### src/rtl/dal_pkg.sv
// Package dal_pkg
// Shared mode type for the dual addressable latch.
// Assumes the clear and enable controls are both active low.
package dal_pkg;

    typedef enum logic [1:0] {
        MODE_CLEAR = 2'd0,
        MODE_DEMUX = 2'd1,
        MODE_WRITE = 2'd2,
        MODE_HOLD  = 2'd3
    } dal_mode_e;

    // Maps the two active-low controls onto an operating mode.
    function automatic dal_mode_e decode_mode(input logic clr_n, input logic en_n);
        dal_mode_e m;
        case ({clr_n, en_n})
            2'b01:   m = MODE_CLEAR;
            2'b00:   m = MODE_DEMUX;
            2'b10:   m = MODE_WRITE;
            default: m = MODE_HOLD;
        endcase
        return m;
    endfunction

endpackage

### src/rtl/dal_mode_dec.sv
// Module dal_mode_dec
// Combinational decode of the clear/enable pair into one mode.
// Assumes the inputs are already synchronous to the block clock.
module dal_mode_dec
    import dal_pkg::*;
(
    input  logic      clr_n,
    input  logic      en_n,
    output dal_mode_e mode
);

    // Decode the control pair.
    always_comb begin
        mode = decode_mode(clr_n, en_n);
    end

endmodule

### src/rtl/dal_bank.sv
// Module dal_bank
// One bank of 2**ADDR_W stored bits, updated at each rising edge
// according to the decoded mode. Assumes the mode and the address
// are held steady around the clock edge.
module dal_bank
    import dal_pkg::*;
#(
    parameter int ADDR_W = 2
) (
    input  logic                 clk,
    input  logic                 rst_n,
    input  dal_mode_e            mode,
    input  logic [ADDR_W-1:0]    addr,
    input  logic                 din,
    output logic [(1<<ADDR_W)-1:0] q
);

    localparam int BITS = 1 << ADDR_W;

    logic [BITS-1:0] q_r;
    logic [BITS-1:0] q_nxt;
    logic [BITS-1:0] sel_hot;

    // One-hot select vector for the addressed bit.
    always_comb begin
        sel_hot = '0;
        sel_hot[addr] = 1'b1;
    end

    // Next-state selection per mode.
    always_comb begin
        case (mode)
            MODE_CLEAR: q_nxt = '0;
            MODE_DEMUX: q_nxt = din ? sel_hot : '0;
            MODE_WRITE: q_nxt = din ? (q_r | sel_hot) : (q_r & ~sel_hot);
            default:    q_nxt = q_r;
        endcase
    end

    // State register with synchronous reset.
    always_ff @(posedge clk) begin
        if (!rst_n) q_r <= '0;
        else        q_r <= q_nxt;
    end

    assign q = q_r;

endmodule

### src/rtl/dal_addr_watch.sv
// Module dal_addr_watch
// Flags an address change sampled while enable is low. The first
// edge after reset has no previous address and never flags.
module dal_addr_watch #(
    parameter int ADDR_W = 2
) (
    input  logic              clk,
    input  logic              rst_n,
    input  logic              en_n,
    input  logic [ADDR_W-1:0] addr,
    output logic              viol
);

    logic [ADDR_W-1:0] prev_addr;
    logic              prev_ok;
    logic              viol_r;

    // Track the last sampled address and raise the pulse.
    always_ff @(posedge clk) begin
        if (!rst_n) begin
            prev_addr <= '0;
            prev_ok   <= 1'b0;
            viol_r    <= 1'b0;
        end else begin
            prev_addr <= addr;
            prev_ok   <= 1'b1;
            viol_r    <= prev_ok && !en_n && (addr != prev_addr);
        end
    end

    assign viol = viol_r;

endmodule

### src/rtl/dual_addr_latch.sv
// Module dual_addr_latch
// Two addressable banks that share address, enable and clear.
// Assumes the address changes only in hold mode; otherwise it
// raises addr_viol for one cycle.
module dual_addr_latch
    import dal_pkg::*;
#(
    parameter int ADDR_W = 2,
    localparam int BITS  = 1 << ADDR_W
) (
    input  logic              clk,
    input  logic              rst_n,
    input  logic [ADDR_W-1:0] sel_addr,
    input  logic              en_n,
    input  logic              clr_n,
    input  logic              din_a,
    input  logic              din_b,
    output logic [BITS-1:0]   bank_a,
    output logic [BITS-1:0]   bank_b,
    output logic              addr_viol
);

    localparam int NBANK = 2;

    dal_mode_e         mode;
    logic [NBANK-1:0]  din_v;
    logic [BITS-1:0]   q_v [NBANK];

    assign din_v = {din_b, din_a};

    dal_mode_dec u_dec (
        .clr_n (clr_n),
        .en_n  (en_n),
        .mode  (mode)
    );

    for (genvar g = 0; g < NBANK; g++) begin : g_bank
        dal_bank #(.ADDR_W(ADDR_W)) u_bank (
            .clk   (clk),
            .rst_n (rst_n),
            .mode  (mode),
            .addr  (sel_addr),
            .din   (din_v[g]),
            .q     (q_v[g])
        );
    end

    dal_addr_watch #(.ADDR_W(ADDR_W)) u_watch (
        .clk   (clk),
        .rst_n (rst_n),
        .en_n  (en_n),
        .addr  (sel_addr),
        .viol  (addr_viol)
    );

    assign bank_a = q_v[0];
    assign bank_b = q_v[1];

endmodule

### config.mk
export PLATFORM = sky130hd
export DESIGN_NAME = dual_addr_latch
export DESIGN_NICKNAME = d
export VERILOG_FILES = /design/src/rtl/dal_pkg.sv /design/src/rtl/dal_mode_dec.sv /design/src/rtl/dal_bank.sv /design/src/rtl/dal_addr_watch.sv /design/src/rtl/dual_addr_latch.sv
export SDC_FILE = /design/constraint.sdc
export NUM_CORES = 1
export LEC_CHECK = 0
export BUFFER_PORTS_ARGS = -buffer_cell sky130_fd_sc_hd__buf_2
export CAP_MARGIN = 20
export CORE_AREA = 3 3 40 42
export CTS_CLUSTER_SIZE = 10
export DETAILED_ROUTE_END_ITERATION = 12
export DIE_AREA = 0 0 43 45
export GPL_TIMING_DRIVEN = 0
export PLACE_DENSITY = 0.62
export SLEW_MARGIN = 20
export SYNTH_ARGS = -nofsm -noshare
export SYNTH_HDL_FRONTEND = slang
export SYNTH_SLANG_ARGS = --single-unit
### constraint.sdc
create_clock -name clk -period 0.8 [get_ports clk]
set_input_delay 0 -clock clk [delete_from_list [all_inputs] [get_ports clk]]
set_output_delay 0 -clock clk [all_outputs]
set_load 0.01 [all_outputs]
==> impl_metrics.py <==
metrics = {
    "sta": {
        "skew_ns": 0.0000802,
        "worst_slew_pin_slew_ns": 0.236,
        "clock.fmax_mhz": 1310,
        "layout_min_cycle_time_ns": 0.766,
        "drv_slew": 0,
        "period_share": 0.957,
        "final-setup-viol-count": 0,
        "tns_ns": 0,
        "relSlewSlack": 0.842,
        "rsz0062_at_grt": "false",
        "hold_violations": 0,
    },
    "worst_setup_path": {
        "cp_slowest_cell": "dfxtp_1",
        "critical_path.max_stage_delay_ns": 0.36,
        "timing.critical_path.buf_inv": 1,
        "crit_required_ns": 0.80,
        "crit_type": "reg2out",
        "cp_max_fo": 2,
        "cp.arrival_ns": 0.77,
        "crit_path_end_kind": "primary output",
        "critPathTopFamily": "flip-flops",
        "start_kind": "register",
        "path_cells": "buf_2",
    },
    "synth": {
        "ys_seq_area_frac": 0.512,
        "yosys.cell_types.count": 12,
        "synth_area_per_cell_sq_um": 11.2,
        "syn-num-nets": 50,
        "netlist_area_sq_um": 469,
        "syn_inst": 42,
        "ys_ff_latch": 12,
        "yosysWarnings": 0,
    },
    "final_layout": {
        "final_cells": 78,
        "fillerInstances": 135,
        "nets": 72,
        "drive_above_1_share": 0.397,
        "syn_to_final_growth_pct": 32.0,
        "diodes": 0,
    },
    "power_and_ir_drop": {
        "pwr-share-seq": 0.509,
        "switchingPower_uw": 275,
        "clkPwrFrac": 0.389,
        "p_comb_frac": 0.102,
        "total_power_uw": 1230,
        "leakagePower_uw": 0.000276,
        "swShare": 0.224,
        "max-vdd-ir-drop_mv": 0.945,
        "powerDensity_mw_per_mm2": 1980,
        "p_int_uw": 952,
    },
    "detailed_routing": {
        "drt_iter0_markers": 6,
        "drc_errors": 0,
        "drtPass1Iterations": 2,
        "avgViaCountPerCell": 4.77,
        "vias": 372,
        "routed_wl_microns": 957,
        "drtAntennaViolNets": 0,
        "post_drt_wl_per_cell_microns": 12.3,
    },
    "clocking": {
        "clk_latency_ns": 0.27,
        "cts.sink_count": 12,
        "cts_tree": "yes",
        "cts_max_level": 1,
        "cts-root-buf": "clkbuf_4",
        "cts_buffer_depth": 2,
        "ctsResizeCount": 0,
        "cts_made_buffers": 3,
        "path_clk_slew_ns": 0.08,
    },
    "global_route": {
        "use_met3": 0.0279,
        "grt_overflow": 0,
        "grt_use_met2": 0.183,
        "grt_pass1_vias": 354,
        "grt_pass1_wl_mm": 1.47,
        "grt_busiest_layer": "met2",
        "grt_use_met1": 0.115,
        "antenna_found_initial": 0,
        "grt_max_degree": 11,
        "grt_usage": 0.106,
    },
    "die": {
        "pin_count": 17,
        "core_area_sq_mm": 0.00128,
        "die_h_microns": 45,
        "dieWidth_microns": 43,
        "die_area_sq_mm": 0.00194,
        "start_util": 0.365,
        "num_rows": 13,
    },
    "flow_run": {
        "drv_cap": 0,
    },
    "placed_design": {
        "placed_cells": 72,
        "gp_congestion": 0.702,
        "io_buffers": 15,
        "dpl.hpwl_microns": 697,
    },
    "status": {
        "status": "complete, no violations",
    },
    "worst_hold_path": {
        "hold_class": "in2reg",
    },
}
area by class of cell:
type / instances / area [sq um] / share of cell area
flip-flops and latches: 12 / 240 / 0.388
multi-input cells: 28 / 216 / 0.349
repair buffers: 17 / 95.1 / 0.154
clock buffers: 4 / 36.3 / 0.0586
well taps: 15 / 18.8 / 0.0303
plain buffers: 2 / 12.5 / 0.0202
cells in the final DEF (no fill, tap or decap):
cell type      Yosys  layout
nand3b_1           1       1
nor3b_2            2       2
nand3_1            8       8
clkbuf_8           0       1
dlygate4sd3_1      0       2
dfxtp_1           12      12
and2_1             2       2
xnor2_1            2       2
buf_4              1       1
clkbuf_4           0       3
nand2_1            3       3
nor3_2             1       1
mux2i_1            8       8
buf_2              1      16
a211oi_2           1       1
per-layer routing:
| metal | routed length [microns] | up-vias |
|---|---|---|
| met2 | 482 | 9 |
| li1 | - | 188 |
| met4 | 8 | 0 |
| met3 | 57 | 2 |
| met5 | 0 | - |
| met1 | 409 | 173 |
power groups by stage:
stage	Sequential [uW]	Combinational, uW	Clock (uW)
floorplan	644	61.0	0
global placement	638	117	0
detailed placement	639	119	0
CTS	624	127	490
global route	626	137	503
finish	624	126	477
flip-flops by register name, indices dropped and copies added, names as in the netlist:
register,flops
g_bank.u_bank.q,8
u_watch.prev_addr,2
u_watch.prev_ok,1
u_watch.viol,1
synth_stat cells (all sizes together):
cell type,instances,area share
a211oi,1,0.027
and2,2,0.027
buf,2,0.027
dfxtp,12,0.51
mux2i,8,0.17
nand2,3,0.024
nand3,8,0.085
nand3b,1,0.016
nor3,1,0.021
nor3b,2,0.053
xnor2,2,0.037
timing repair:
item,in CTS,in global routing
buffers inserted,0,0
hold buffers,2,0
hold endpoints to repair,2,0
path summary, 6_finish.rpt:
path | startpoint | endpoint | slack (ns) | depth (start not counted)
max | g_bank[0].u_bank.q[0]$_SDFFE_PN0P_ | bank_a[0] | 0.03 | 1
min | rst_n | u_watch.viol$_SDFF_PN0_ | 0.03 | 3
max reg2reg | u_watch.prev_addr[0]$_SDFF_PN0_ | u_watch.viol$_SDFF_PN0_ | 0.07 | 2
min reg2reg | u_watch.prev_ok$_DFF_P_ | u_watch.viol$_SDFF_PN0_ | 0.46 | 2
logic make-up (layout without fill, tap and decap cells):
group                     Yosys count  in the layout  synth area share
and+or+nand+nor                    17             17             0.227
buffers and inverters               2             23            0.0267
DFF                                12             12             0.512
AOI/OAI and AO/OA                   1              1            0.0267
xor gates and xnor gates            2              2            0.0373
muxes                               8              8             0.171
metrics by stage:
stage                      util  setup slack, ns  area, sq um  hold WS, ns
after detailed placement  0.438           0.0786          563        0.157
after global placement    0.438           0.0865          563        0.153
after global routing      0.482           0.0247          619       0.0464
after floorplan               -            0.126          469       0.0277
final                     0.482           0.0342          619       0.0330
after CTS                 0.482           0.0314          619       0.0217
Power figures use the tool's default switching activity.
